**src/rtl/wdt_pkg.sv**
```systemverilog
package wdt_pkg;
  typedef enum logic [2:0] {
    A_RLD_LO = 3'd0,
    A_RLD_HI = 3'd1,
    A_CNT_LO = 3'd2,
    A_CNT_HI = 3'd3,
    A_CLEAR  = 3'd4,
    A_CTRL   = 3'd5,
    A_STAT   = 3'd6
  } wdt_addr_e;

  localparam logic [15:0] KEY_FIRST  = 16'hF01E;
  localparam logic [15:0] KEY_SECOND = 16'h0FE1;

  typedef enum logic {K_IDLE = 1'b0, K_HALF = 1'b1} key_state_e;
endpackage

```
**src/rtl/wdt_keyseq.sv**
```systemverilog
module wdt_keyseq
  import wdt_pkg::*;
#(
  parameter int REG_W = 16
) (
  input  logic             clk,
  input  logic             rst_n,
  input  logic             clr_wr,
  input  logic [REG_W-1:0] wdata,
  output logic             svc,
  output logic             half
);
  key_state_e st_q, st_d;

  always_comb begin
    st_d = st_q;
    svc  = 1'b0;
    if (clr_wr) begin
      if (st_q == K_IDLE && wdata == REG_W'(KEY_FIRST)) begin
        st_d = K_HALF;
      end else if (st_q == K_HALF && wdata == REG_W'(KEY_SECOND)) begin
        st_d = K_IDLE;
        svc  = 1'b1;
      end else begin
        st_d = K_IDLE;
      end
    end
  end

  always_ff @(posedge clk or negedge rst_n) begin
    if (!rst_n) st_q <= K_IDLE;
    else        st_q <= st_d;
  end

  assign half = (st_q == K_HALF);

  // a wrong word while half-entered returns to idle without service
  a_r5_abort: assert property (@(posedge clk) disable iff (!rst_n)
    (clr_wr && half && wdata != REG_W'(KEY_SECOND)) |=> !half && !$past(svc));
endmodule

```
**src/rtl/wdt_stage1.sv**
```systemverilog
module wdt_stage1 #(
  parameter int          CNT_W       = 32,
  parameter int unsigned RELOAD_INIT = 32'hFFFF_FFFF
) (
  input  logic             clk,
  input  logic             rst_n,
  input  logic             load,
  input  logic [CNT_W-1:0] reload,
  output logic [CNT_W-1:0] cnt,
  output logic             expired,
  output logic             expire_evt
);
  logic [CNT_W-1:0] cnt_q, cnt_d;
  logic             exp_q, exp_d;

  always_comb begin
    cnt_d      = cnt_q;
    exp_d      = exp_q;
    expire_evt = 1'b0;
    if (load) begin
      cnt_d = reload;
      exp_d = 1'b0;
    end else if (cnt_q != '0) begin
      cnt_d = cnt_q - 1'b1;
    end else if (!exp_q) begin
      exp_d      = 1'b1;
      expire_evt = 1'b1;
    end
  end

  always_ff @(posedge clk or negedge rst_n) begin
    if (!rst_n) begin
      cnt_q <= CNT_W'(RELOAD_INIT);
      exp_q <= 1'b0;
    end else begin
      cnt_q <= cnt_d;
      exp_q <= exp_d;
    end
  end

  assign cnt     = cnt_q;
  assign expired = exp_q;

  // expiry only follows a zero count
  a_r3_expire_at_zero: assert property (@(posedge clk) disable iff (!rst_n)
    $rose(exp_q) |-> $past(cnt_q) == '0);
  // a load copies the reload value and clears expiry
  a_r4_load_reloads: assert property (@(posedge clk) disable iff (!rst_n)
    load |=> (cnt_q == $past(reload)) && !exp_q);
endmodule

```
**src/rtl/wdt_stage2.sv**
```systemverilog
module wdt_stage2 #(
  parameter int S2_CYCLES  = 1000000,
  parameter int RST_CYCLES = 10000000
) (
  input  logic clk,
  input  logic rst_n,
  input  logic en,
  input  logic start,
  input  logic cancel,
  output logic running,
  output logic rst_out,
  output logic done
);
  localparam int S2_W = $clog2(S2_CYCLES + 1);
  localparam int R_W  = $clog2(RST_CYCLES);

  logic            run_q, run_d;
  logic [S2_W-1:0] s2_q, s2_d;
  logic            rst_q, rst_d;
  logic [R_W-1:0]  rc_q, rc_d;

  always_comb begin
    run_d = run_q;
    s2_d  = s2_q;
    rst_d = rst_q;
    rc_d  = rc_q;
    done  = 1'b0;
    if (rst_q) begin
      if (rc_q == '0) begin
        rst_d = 1'b0;
        done  = 1'b1;
      end else begin
        rc_d = rc_q - 1'b1;
      end
    end else if (cancel) begin
      run_d = 1'b0;
    end else if (run_q) begin
      if (s2_q == '0) begin
        run_d = 1'b0;
        rst_d = 1'b1;
        rc_d  = R_W'(RST_CYCLES - 1);
      end else begin
        s2_d = s2_q - 1'b1;
      end
    end else if (start && en) begin
      run_d = 1'b1;
      s2_d  = S2_W'(S2_CYCLES);
    end
  end

  always_ff @(posedge clk or negedge rst_n) begin
    if (!rst_n) begin
      run_q <= 1'b0;
      s2_q  <= '0;
      rst_q <= 1'b0;
      rc_q  <= '0;
    end else begin
      run_q <= run_d;
      s2_q  <= s2_d;
      rst_q <= rst_d;
      rc_q  <= rc_d;
    end
  end

  assign running = run_q;
  assign rst_out = rst_q;

  // checker counter: cycles the pulse has already been high
  logic [R_W:0] hi_len;
  always_ff @(posedge clk or negedge rst_n) begin
    if (!rst_n)     hi_len <= '0;
    else if (rst_q) hi_len <= hi_len + 1'b1;
    else            hi_len <= '0;
  end

  // pulse never exceeds its width and only follows the second stage
  a_r7_rst_width: assert property (@(posedge clk) disable iff (!rst_n)
    rst_q |-> hi_len < (R_W+1)'(RST_CYCLES));
  a_r7_rst_after_run: assert property (@(posedge clk) disable iff (!rst_n)
    $rose(rst_q) |-> $past(run_q));
  // the second stage starts only when enabled
  a_r6_start_needs_en: assert property (@(posedge clk) disable iff (!rst_n)
    $rose(run_q) |-> $past(en));
  // a service stops the countdown
  a_r8_cancel: assert property (@(posedge clk) disable iff (!rst_n)
    (cancel && !rst_q) |=> !run_q && !rst_q);
endmodule

```
**src/rtl/wdt_two_stage.sv**
```systemverilog
module wdt_two_stage
  import wdt_pkg::*;
#(
  parameter int          REG_W       = 16,
  parameter int          CLK_HZ      = 25000000,
  parameter int          RST_MS      = 400,
  parameter int          S2_CYCLES   = 1000000,
  parameter int unsigned RELOAD_INIT = 32'hFFFF_FFFF
) (
  input  logic             clk,
  input  logic             rst_n,
  input  logic             reg_wr,
  input  logic             reg_rd,
  input  logic [2:0]       reg_addr,
  input  logic [REG_W-1:0] reg_wdata,
  output logic [REG_W-1:0] reg_rdata,
  output logic             nmi_req,
  output logic             sys_rst
);
  localparam int CNT_W      = 2 * REG_W;
  localparam int NHALF      = CNT_W / REG_W;
  localparam int RST_CYCLES = (CLK_HZ / 1000) * RST_MS;

  wdt_addr_e addr;
  assign addr = wdt_addr_e'(reg_addr);

  logic             s2en_q, s2en_d, lock_q, lock_d;
  logic [REG_W-1:0] snap_q, snap_d;
  logic [CNT_W-1:0] reload, cnt;
  logic             expired, expire_evt, svc, svc_ok, half;
  logic             running, rst_act, done, load;

  // reload words, one register per half
  for (genvar h = 0; h < NHALF; h++) begin : g_half
    logic [REG_W-1:0] q, d;
    always_comb begin
      d = q;
      if (reg_wr && !lock_q && reg_addr == 3'(int'(A_RLD_LO) + h)) d = reg_wdata;
    end
    always_ff @(posedge clk or negedge rst_n) begin
      if (!rst_n) q <= REG_W'(CNT_W'(RELOAD_INIT) >> (h * REG_W));
      else        q <= d;
    end
    assign reload[h*REG_W +: REG_W] = q;
  end

  // control, lock and count capture
  always_comb begin
    s2en_d = s2en_q;
    lock_d = lock_q;
    snap_d = snap_q;
    if (reg_wr && addr == A_CTRL && !lock_q) begin
      s2en_d = reg_wdata[0];
      lock_d = reg_wdata[1];
    end
    if (reg_rd && addr == A_CNT_LO) snap_d = cnt[CNT_W-1:REG_W];
  end

  always_ff @(posedge clk or negedge rst_n) begin
    if (!rst_n) begin
      s2en_q <= 1'b0;
      lock_q <= 1'b0;
      snap_q <= '0;
    end else begin
      s2en_q <= s2en_d;
      lock_q <= lock_d;
      snap_q <= snap_d;
    end
  end

  wdt_keyseq #(.REG_W(REG_W)) u_key (
    .clk(clk), .rst_n(rst_n),
    .clr_wr(reg_wr && addr == A_CLEAR),
    .wdata(reg_wdata), .svc(svc), .half(half)
  );

  assign svc_ok = svc && !rst_act;
  assign load   = svc_ok || done;

  wdt_stage1 #(.CNT_W(CNT_W), .RELOAD_INIT(RELOAD_INIT)) u_s1 (
    .clk(clk), .rst_n(rst_n), .load(load), .reload(reload),
    .cnt(cnt), .expired(expired), .expire_evt(expire_evt)
  );

  wdt_stage2 #(.S2_CYCLES(S2_CYCLES), .RST_CYCLES(RST_CYCLES)) u_s2 (
    .clk(clk), .rst_n(rst_n), .en(s2en_q), .start(expire_evt),
    .cancel(svc_ok), .running(running), .rst_out(rst_act), .done(done)
  );

  always_comb begin
    case (addr)
      A_RLD_LO: reg_rdata = reload[REG_W-1:0];
      A_RLD_HI: reg_rdata = reload[CNT_W-1:REG_W];
      A_CNT_LO: reg_rdata = cnt[REG_W-1:0];
      A_CNT_HI: reg_rdata = snap_q;
      A_CTRL:   reg_rdata = {{(REG_W-2){1'b0}}, lock_q, s2en_q};
      A_STAT:   reg_rdata = {{(REG_W-4){1'b0}}, half, rst_act, running, expired};
      default:  reg_rdata = '0;
    endcase
  end

  assign nmi_req = expired;
  assign sys_rst = rst_act;

  // lock is sticky and freezes the reload value
  a_r9_lock_sticky: assert property (@(posedge clk) disable iff (!rst_n)
    lock_q |=> lock_q);
  a_r9_reload_frozen: assert property (@(posedge clk) disable iff (!rst_n)
    lock_q |=> $stable(reload));
  // end of pulse restarts the first stage
  a_r10_restart: assert property (@(posedge clk) disable iff (!rst_n)
    $fell(sys_rst) |-> !nmi_req && cnt == reload);
endmodule

```
**config.mk**
```make
export PLATFORM = sky130hd
export DESIGN_NAME = wdt_two_stage
export DESIGN_NICKNAME = d
export VERILOG_FILES = /design/src/rtl/wdt_pkg.sv /design/src/rtl/wdt_keyseq.sv /design/src/rtl/wdt_stage1.sv /design/src/rtl/wdt_stage2.sv /design/src/rtl/wdt_two_stage.sv
export SDC_FILE = /design/constraint.sdc
export NUM_CORES = 1
export LEC_CHECK = 0
export CORE_ASPECT_RATIO = 0.6
export CORE_UTILIZATION = 61
export CTS_CLUSTER_DIAMETER = 40
export DETAILED_ROUTE_END_ITERATION = 12
export HOLD_SLACK_MARGIN = 0.02
export PLACE_DENSITY = 0.85
export SLEW_MARGIN = 20
export SYNTH_ARGS = -nofsm -noshare
export SYNTH_HDL_FRONTEND = slang
export SYNTH_HIERARCHICAL = 1
export SYNTH_SLANG_ARGS = --single-unit
```
**constraint.sdc**
```tcl
create_clock -name clk -period 4.7 [get_ports clk]
set_input_delay 0.47 -clock clk [delete_from_list [all_inputs] [get_ports clk]]
set_output_delay 0.47 -clock clk [all_outputs]
set_load 0.01 [all_outputs]
```
==> results.json, run 1 <==
{
  "synthAdderAreaFrac": 0.00836,
  "ir_worst_vdd_mv": 0.287,
  "drv_cap": 0,
  "rsz0062_at_grt": "false",
  "cp_max_fo": 10,
  "pwr-share-comb": 0.104,
  "final-seq-area_mm2": 0.00333,
  "clk_pin_slew_worst_paths_ns": 0.06,
  "seqPwrFrac": 0.461,
  "final_cell_mix": "dfrtp_1 (66), dfstp_2 (64), nand2_1 (47), nor2_1 (45), mux2_2 (42)",
  "place.gp.congestion": 0.953,
  "synth-simple-area-share": 0.229,
  "synth_edf_count": 0,
  "pwr-share-clk": 0.435,
  "async_flop_share": 1.00,
  "switchingPower_uw": 709,
  "antennaDiodeCount": 0,
  "tightestPinTransition_ns": 0.811,
  "p_int_mw": 2.31,
  "criticalPathCategory": "reg2reg",
  "stdcell_count": 891,
  "multi_input_area_mm2": 0.00389,
  "grt_pass1_vias": 5907,
  "cts_root_buffer": "clkbuf_16",
  "period_minus_slack_ns": 4.18,
  "synth_nets": 713,
  "setup_viol": 0,
  "swShare": 0.235,
  "ys_seq_elements": 130,
  "grt_use_total": 0.341,
  "ys_types": 75,
  "overflow": 0,
  "htree_num_levels": 4,
  "syn_area_per_cell_um2": 10.9,
  "place_inst": 859,
  "start_kind": "flip-flop",
  "period_share": 0.890,
  "die_x_um": 145,
  "place_area_mm2": 0.00792,
  "syn_area_mm2": 0.00749,
  "hp-class": "in2async",
  "slew_headroom": 0.452,
  "fmax_mhz": 239,
  "end_kind": "flip-flop",
  "syn_inst": 685,
  "numCtsBuffers": 17,
  "routedWlPerCell_um": 23.1,
  "grt_pass1_wl_mm": 32.8,
  "cts_resized": 0,
  "power_leakage_nw": 3.21,
  "portBuffers": 40,
  "synth.area.top_cells": "dfstp_2 (22%), dfrtp_1 (22%), mux2_2 (6.3%)",
  "synth_top_flop_cell": "dfrtp_1",
  "drt_pass1_iterations": 6,
  "ioPinCount": 41,
  "vias_per_cell": 6.90,
  "skew_ns": 0.00721,
  "row_count": 30,
  "slew_viol_final": 0,
  "drive_gt1_frac": 0.271,
  "final_net_count": 746,
  "clock_latency_ns": 0.42,
  "hold_buffers": 0,
  "antenna_found_initial": 0,
  "yosys_warnings": 6,
  "clock-sinks": 130,
  "antenna_left": 0,
  "synth_top_family_by_area": "simple AND/OR/NAND/NOR gates",
  "vias": 6148,
  "routed_wl_mm": 20.6,
  "muxShareOfSynthArea": 0.143,
  "cts_tree": "done",
  "die_h_um": 87.8,
  "dpl.hpwl_mm": 13.6,
  "yosysTopAreaCell": "dfstp_2",
  "cts_setup_buffers": 0,
  "layout_commonest_cell": "dfrtp_1",
  "fin_tns_setup_ns": 0,
  "finish.instance_area_mm2": 0.00851,
  "worst_ep_arrival_time_ns": 4.49,
  "power_density_mw_per_mm2": 355,
  "drc_errors": 0,
  "yosysSeqAreaShare": 0.445,
  "cp.required_ns": 5.01,
  "status": "finished, final reports clean",
  "synth_top_area_frac": 0.225,
  "syn2layout_area_growth_pct": 13.7,
  "core_mm2": 0.0116,
  "grt_start_max_net_pins": 52,
  "clockBufferDepth": 2,
  "dr.first_iter.drc_count": 992,
  "nFillCells": 781,
  "synth_compound_area_frac": 0.102,
  "synth-xor-area-share": 0.0363,
  "start_util": 0.643,
  "hold_slack_ns": 0.0475,
  "hold_viol_final": 0,
  "die_area_mm2": 0.0127
}
layout make-up:
type                            instances  area share
Timing Repair Buffer                   48      0.0538
Tap cell                              160      0.0235
Sequential cell                       130       0.392
Clock inverter                          8      0.0121
Multi-Input combinational cell        509       0.457
Inverter                               12     0.00529
Clock buffer                           24      0.0566
path summary, 6_finish.rpt:
path                                from       endpoint  slack (ns)  cells after the start
min in group clk           u_s2/rc_q[11]  u_s2/rc_q[11]        0.48                      1
setup reg to reg            u_s2/rc_q[0]   u_s2/s2_q[4]        0.52                     13
hold reg to reg            u_s2/rc_q[11]  u_s2/rc_q[11]        0.48                      1
max in group asynchronous          rst_n   u_s2/rc_q[3]        3.60                      2
hold / removal                     rst_n     snap_q[14]        0.05                      1
setup / recovery            u_s2/rc_q[0]   u_s2/s2_q[4]        0.52                     13
state kept, by name (all words and copies together), names as in the netlist:
register      count
g_half.q         32
lock_q            1
s2en_q            1
snap_q           16
u_key/half        1
u_s1/cnt         32
u_s1/expired      1
u_s2/rc_q        24
u_s2/rst_out      1
u_s2/running      1
u_s2/s2_q        20
critical path: stages, from the launching register on:
cell and delay, ns:
dfrtp_1 0.41, inv_1 0.10, ha_1 0.21, nor3b_1 0.19
nand4_1 0.37, nor2_1 0.11, or2_2 0.33, or4_1 0.76
nor2_1 0.25, a21o_1 0.19, nand2_1 0.15, a31oi_1 0.58
a31oi_1 0.19, a41o_1 0.23
logic make-up (layout without fill, tap and decap cells):
| kind of cell | after synthesis | in the layout |
|---|---|---|
| adder cells (fa/ha/maj) | 5 | 5 |
| AND/OR/NAND/NOR | 274 | 274 |
| AO/OA/AOI/OAI | 119 | 119 |
| flip-flops | 130 | 130 |
| XOR/XNOR | 31 | 31 |
| buffers and inverters | 46 | 92 |
| multiplexers | 80 | 80 |
Yosys cell counts (15+ instances only):
cell type,n
dfrtp_1,66
o21ai_0,38
nor2_1,45
a21oi_1,23
nand2_1,47
mux2_2,42
xnor2_1,18
dfstp_2,64
nor2b_1,16
nor3_1,22
nand3_1,16
nor4_1,15
metrics by stage:
step / power, mW / worst slack [ns] / util
6_report: 3.02 / 0.518 / 0.731
5_1_grt: 3.12 / 0.421 / 0.731
4_1_cts: 3.02 / 0.662 / 0.731
3_5_place_dp: 1.71 / 0.493 / 0.681
3_3_place_gp: 1.69 / 0.618 / 0.681
2_1_floorplan: 1.56 / 1.07 / -
per-layer routing:
metal  part of all wire  global-route usage  vias up
met1               0.43               0.484     3042
met2               0.44               0.522      400
met5                  0                   0        -
met4              0.022               0.106        0
li1                   -                   -     2639
met3               0.11              0.0823       67
power by group through the flow:
stage	Clock [mW]	Combinational [mW]	Sequential (mW)
after floorplan	0	0.201	1.36
after global placement	0	0.300	1.39
after detailed placement	0	0.313	1.40
after CTS	1.32	0.316	1.39
after global routing	1.38	0.337	1.40
final	1.31	0.314	1.39
No activity file was read; power rests on OpenSTA's default activity.
==> inputs of run 2 (changes only) <==
--- a/config.mk
+++ b/config.mk
@@ -9,6 +9,8 @@
 export CORE_UTILIZATION = 61
 export CTS_CLUSTER_DIAMETER = 40
 export DETAILED_ROUTE_END_ITERATION = 12
+export GPL_ROUTABILITY_DRIVEN = 0
+export GPL_TIMING_DRIVEN = 1
 export HOLD_SLACK_MARGIN = 0.02
 export PLACE_DENSITY = 0.85
 export SLEW_MARGIN = 20
==> run 2 against run 1 <==
Clock skew up 0.0014 ns. Via count up 0.21%. Worst hold slack better by 0.046 ns. Sequential cell count unchanged. Final cell count unchanged. Routed wire length up 0.85%. Count of clock-buffer cells in the layout down 2. Power up 3.1%. Largest power group is now the clock network.
==> results.json, run 2 (same netlist as run 1, synthesis figures left out) <==
{
  "hold_viol_final": 0,
  "place_ws_ns": 0.429,
  "drc_errors": 0,
  "stdcell_count": 891,
  "worst_ep_arrival_time_ns": 4.46,
  "crit_family": "simple AND/OR/NAND/NOR gates",
  "slowest_delay_ns": 0.73,
  "place_area_mm2": 0.00792,
  "final_core_util": 0.734,
  "place_inst": 859,
  "reg2reg_from": "u_s2/rc_q[0]",
  "cp_slowest_cell": "or4_1",
  "start_util": 0.643,
  "hold_buffers": 0,
  "dr.first_iter.drc_count": 791,
  "core_mm2": 0.0116,
  "clock_latency_ns": 0.43,
  "finalWorstSetupSlack_ns": 0.555,
  "syn2layout_area_growth_pct": 14.1,
  "cts_tree": "done",
  "htree_num_levels": 4,
  "path_cells": "inv_1 > ha_1 > nor3b_1 > nand4_1 > nor2_1 > or2_2 > or4_1 > nor2_1 > a21o_1 > nand2_1 > a31oi_1 > a31oi_1 > a41o_1",
  "row_count": 30,
  "dpl.hpwl_mm": 13.7,
  "fin_tns_setup_ns": 0,
  "die_h_um": 87.8,
  "grt_pass1_wl_mm": 32.7,
  "antenna_found_initial": 0,
  "routed_wl_mm": 20.8,
  "die_x_um": 145,
  "grt_start_max_net_pins": 58,
  "vias": 6161,
  "cts_root_buffer": "clkbuf_16",
  "antennaDiodeCount": 0,
  "r2r_cells": 13,
  "overflow": 0,
  "portBuffers": 40,
  "cp_num_buf_inv": 1,
  "numCtsBuffers": 17,
  "period_share": 0.882,
  "vias_per_cell": 6.91,
  "slew_viol_final": 0,
  "drive_gt1_frac": 0.272,
  "power_density_mw_per_mm2": 364,
  "routedWlPerCell_um": 23.3,
  "start_kind": "flip-flop",
  "ir_worst_vdd_mv": 0.245,
  "finish.instance_area_mm2": 0.00854,
  "final_cell_mix": "dfrtp_1 (66), dfstp_2 (64), nand2_1 (47), nor2_1 (45), mux2_2 (42)",
  "cp.required_ns": 5.01,
  "clock-sinks": 130,
  "drt_pass1_iterations": 8,
  "setup_viol": 0,
  "cp_max_fo": 10,
  "grt_use_total": 0.344,
  "power_leakage_nw": 3.24,
  "power.total_mw": 3.11,
  "rsz0062_at_grt": "false",
  "cts_resized": 0,
  "clk_pin_slew_worst_paths_ns": 0.06,
  "criticalPathCategory": "reg2reg",
  "final_net_count": 746,
  "antenna_left": 0,
  "slew_headroom": 0.439,
  "cts_setup_buffers": 0,
  "layout_commonest_cell": "dfrtp_1",
  "hold_slack_ns": 0.0935,
  "r2r_slack_ns": 0.56,
  "drv_cap": 0,
  "skew_ns": 0.00856,
  "fmax_mhz": 241,
  "clockBufferDepth": 2,
  "ioPinCount": 41,
  "status": "finished, final reports clean",
  "end_kind": "flip-flop",
  "die_area_mm2": 0.0127,
  "grt_pass1_vias": 5862,
  "hp-class": "in2async",
  "tightestPinTransition_ns": 0.840,
  "reg2reg_to": "u_s2/s2_q[5]",
  "period_minus_slack_ns": 4.14
}
==> run 2: worst max-delay path by stage <==
stage | to | start | cells past startpoint
6_report | u_s2/s2_q[5] | u_s2/rc_q[0] | 13
4_1_cts | u_s2/s2_q[5] | u_s2/rc_q[0] | 13
3_5_place_dp | u_s2/s2_q[5] | reg_addr[2] | 14
3_3_place_gp | u_s2/s2_q[3] | reg_addr[2] | 14
5_1_grt | u_s2/s2_q[5] | u_s2/rc_q[0] | 13
2_1_floorplan | u_s2/s2_q[3] | reg_addr[0] | 16
==> run 2: cell type report <==
type	count	area, um2
fill	789	3090
tap	160	200
inverter	12	45.0
clock inverter	10	156
timing repair buffer	48	458
sequential	130	3330
multi-input combinational	509	3890
clock buffer	22	464
==> run 2: per-layer routing <==
metal | GRT usage | wire (um) | share of wire | vias to the layer above
met5 | 0 | 0 | 0 | -
li1 | - | - | - | 2649
met3 | 0.0932 | 2240 | 0.11 | 72
met1 | 0.469 | 8700 | 0.42 | 3051
met4 | 0.148 | 615 | 0.030 | 0
met2 | 0.524 | 9200 | 0.44 | 389
==> run 2: where the power goes <==
part | total, mW | internal, mW | leakage [nW] | switching (mW)
Sequential | 1.39 | 1.30 | 1.43 | 0.0971
Combinational | 0.312 | 0.190 | 1.50 | 0.123
Clock | 1.40 | 0.912 | 0.304 | 0.492
Total | 3.11 | 2.40 | 3.24 | 0.712
==> inputs of run 3 (changes only) <==
--- a/config.mk
+++ b/config.mk
@@ -6,13 +6,13 @@
 export NUM_CORES = 1
 export LEC_CHECK = 0
 export CORE_ASPECT_RATIO = 0.6
-export CORE_UTILIZATION = 61
+export CORE_UTILIZATION = 55
 export CTS_CLUSTER_DIAMETER = 40
 export DETAILED_ROUTE_END_ITERATION = 12
 export GPL_ROUTABILITY_DRIVEN = 0
 export GPL_TIMING_DRIVEN = 1
 export HOLD_SLACK_MARGIN = 0.02
-export PLACE_DENSITY = 0.85
+export PLACE_DENSITY = 0.81
 export SLEW_MARGIN = 20
 export SYNTH_ARGS = -nofsm -noshare
 export SYNTH_HDL_FRONTEND = slang
==> constraint.sdc (replaced) <==
create_clock -name clk -period 3.8 [get_ports clk]
set_input_delay 0.38 -clock clk [delete_from_list [all_inputs] [get_ports clk]]
set_output_delay 0.38 -clock clk [all_outputs]
set_load 0.01 [all_outputs]
==> run 3 against run 2 <==
The run now ends with DRC left. Core utilization decreased by 7.0 points. Maximum frequency increased by 18%. Power increased by 26%. Largest power group unchanged. Final cell count increased by 2.1%. Design area increased by 1.4%. Largest cell class unchanged. Setup slack got worse by 0.27 ns.
==> results.json, run 3 (same netlist as run 1, synthesis figures left out) <==
{
  "pwr-share-clk": 0.462,
  "htree_num_levels": 4,
  "stdcell_count": 910,
  "drive_gt1_frac": 0.282,
  "antenna_left": 0,
  "ioPinCount": 41,
  "layout_commonest_cell": "dfrtp_1",
  "die_h_um": 92.4,
  "slew_viol_final": 0,
  "cpMostUsedCell": "a31oi_1",
  "antenna_found_initial": 0,
  "vias": 6074,
  "cts_resized": 0,
  "crit_family": "simple AND/OR/NAND/NOR gates",
  "nFillCells": 976,
  "cp.required_ns": 4.11,
  "grt_pass1_wl_mm": 32.1,
  "cts_tree": "done",
  "r2r_cells": 12,
  "cts_root_buffer": "clkbuf_16",
  "fmax_mhz": 284,
  "routedWlPerCell_um": 22.0,
  "dr.first_iter.drc_count": 735,
  "overflow": 0,
  "slew_headroom": 0.446,
  "core_mm2": 0.0131,
  "cp_num_buf_inv": 2,
  "cp_slowest_cell": "or4_1",
  "reg2reg_to": "u_s2/s2_q[5]",
  "hold_buffers": 1,
  "status": "finished with violations",
  "worst_ep_arrival_time_ns": 3.82,
  "grt_start_max_net_pins": 88,
  "clockBufferDepth": 2,
  "grt_pass1_vias": 5947,
  "final_net_count": 755,
  "hold_slack_ns": 0.495,
  "period_share": 0.926,
  "swShare": 0.228,
  "die_area_mm2": 0.0141,
  "setup_viol": 0,
  "final_core_util": 0.664,
  "row_count": 32,
  "seqPwrFrac": 0.438,
  "grt_use_total": 0.298,
  "final_cell_mix": "dfrtp_1 (66), dfstp_2 (64), nand2_1 (47), nor2_1 (45), mux2_2 (42)",
  "skew_ns": 0.00967,
  "syn2layout_area_growth_pct": 15.8,
  "violations": "DRC",
  "power_density_mw_per_mm2": 452,
  "tightestPinTransition_ns": 0.830,
  "reg2reg_from": "u_s1/cnt[1]",
  "vias_per_cell": 6.67,
  "end_kind": "flip-flop",
  "die_x_um": 153,
  "drt_pass1_iterations": 9,
  "drv_cap": 0,
  "clock_latency_ns": 0.42,
  "fin_tns_setup_ns": 0,
  "portBuffers": 40,
  "clock-sinks": 130,
  "critPathLaunch": "u_s1/cnt[1]",
  "slowest_delay_ns": 0.59,
  "dpl.hpwl_mm": 13.4,
  "numCtsBuffers": 17,
  "path_cells": "inv_1 > ha_1 > nor3b_1 > nand4_4 > or4_1 > nor2_1 > a21o_1 > nand2_1 > buf_4 > a31oi_1 > a31oi_1 > a41o_1",
  "routed_wl_mm": 20.0,
  "start_util": 0.574,
  "start_kind": "flip-flop",
  "rsz0062_at_grt": "false",
  "antennaDiodeCount": 0,
  "pwr-share-comb": 0.099,
  "finish.instance_area_mm2": 0.00867,
  "cp_max_fo": 8,
  "power_leakage_nw": 3.29,
  "hp-class": "in2async",
  "place_area_mm2": 0.00801,
  "drc_errors": 3,
  "period_minus_slack_ns": 3.52,
  "switchingPower_uw": 891,
  "criticalPathCategory": "reg2reg",
  "place_inst": 877,
  "hold_viol_final": 0,
  "p_int_mw": 3.02,
  "ir_worst_vdd_mv": 0.250,
  "cts_setup_buffers": 0,
  "r2r_slack_ns": 0.28,
  "clk_pin_slew_worst_paths_ns": 0.06
}
==> run 3: cell count changes in the layout (fill, tap and decap cells not counted), sizes merged <==
cell         change
buf              +8
clkbuf           -3
inv              +3
clkinv           -2
bufinv           +1
clkinvlp         +1
dlygate4sd3      +1
==> run 3: how the worst max path moves through the flow <==
stage | endpoint | slack (ns) | cells after the start
detailed placement | u_s2/s2_q[5] | -0.03 | 15
finish | u_s2/s2_q[5] | 0.28 | 12
global route | u_s2/s2_q[2] | 0.07 | 15
CTS | u_s2/s2_q[5] | 0.36 | 14
floorplan | u_s2/s2_q[3] | 0.26 | 16
global placement | u_s2/s2_q[3] | 0.11 | 14
==> run 3: power by group through the flow <==
| stage | Clock [mW] | Sequential, mW | Combinational (mW) |
|---|---|---|---|
| 5_1_grt | 1.89 | 1.73 | 0.416 |
| 3_3_place_gp | 0 | 1.72 | 0.373 |
| 3_5_place_dp | 0 | 1.73 | 0.386 |
| 2_1_floorplan | 0 | 1.68 | 0.249 |
| 6_report | 1.81 | 1.72 | 0.388 |
| 4_1_cts | 1.82 | 1.71 | 0.391 |
==> run 3: cell type report <==
cell class                 count  area, um2  share of cell area
clock inverter                13        205              0.0237
timing repair buffer          57        541              0.0624
inverter                      12       45.0             0.00520
sequential                   130       3330               0.385
multi-input combinational    509       3890               0.449
clock buffer                  19        443              0.0511
tap                          170        213              0.0245
==> run 3: layer usage <==
metal | track usage | up-vias | part of all wire
li1 | - | 2661 | -
met5 | 0 | - | 0
met1 | 0.440 | 3046 | 0.46
met2 | 0.424 | 339 | 0.43
met3 | 0.0777 | 28 | 0.098
met4 | 0.102 | 0 | 0.013
==> run 3: metrics by stage <==
step | power, mW | setup slack, ns
after floorplan | 1.93 | 0.255
after global placement | 2.09 | 0.111
after detailed placement | 2.12 | -0.0290
after CTS | 3.93 | 0.356
after global routing | 4.04 | 0.0673
final | 3.91 | 0.282
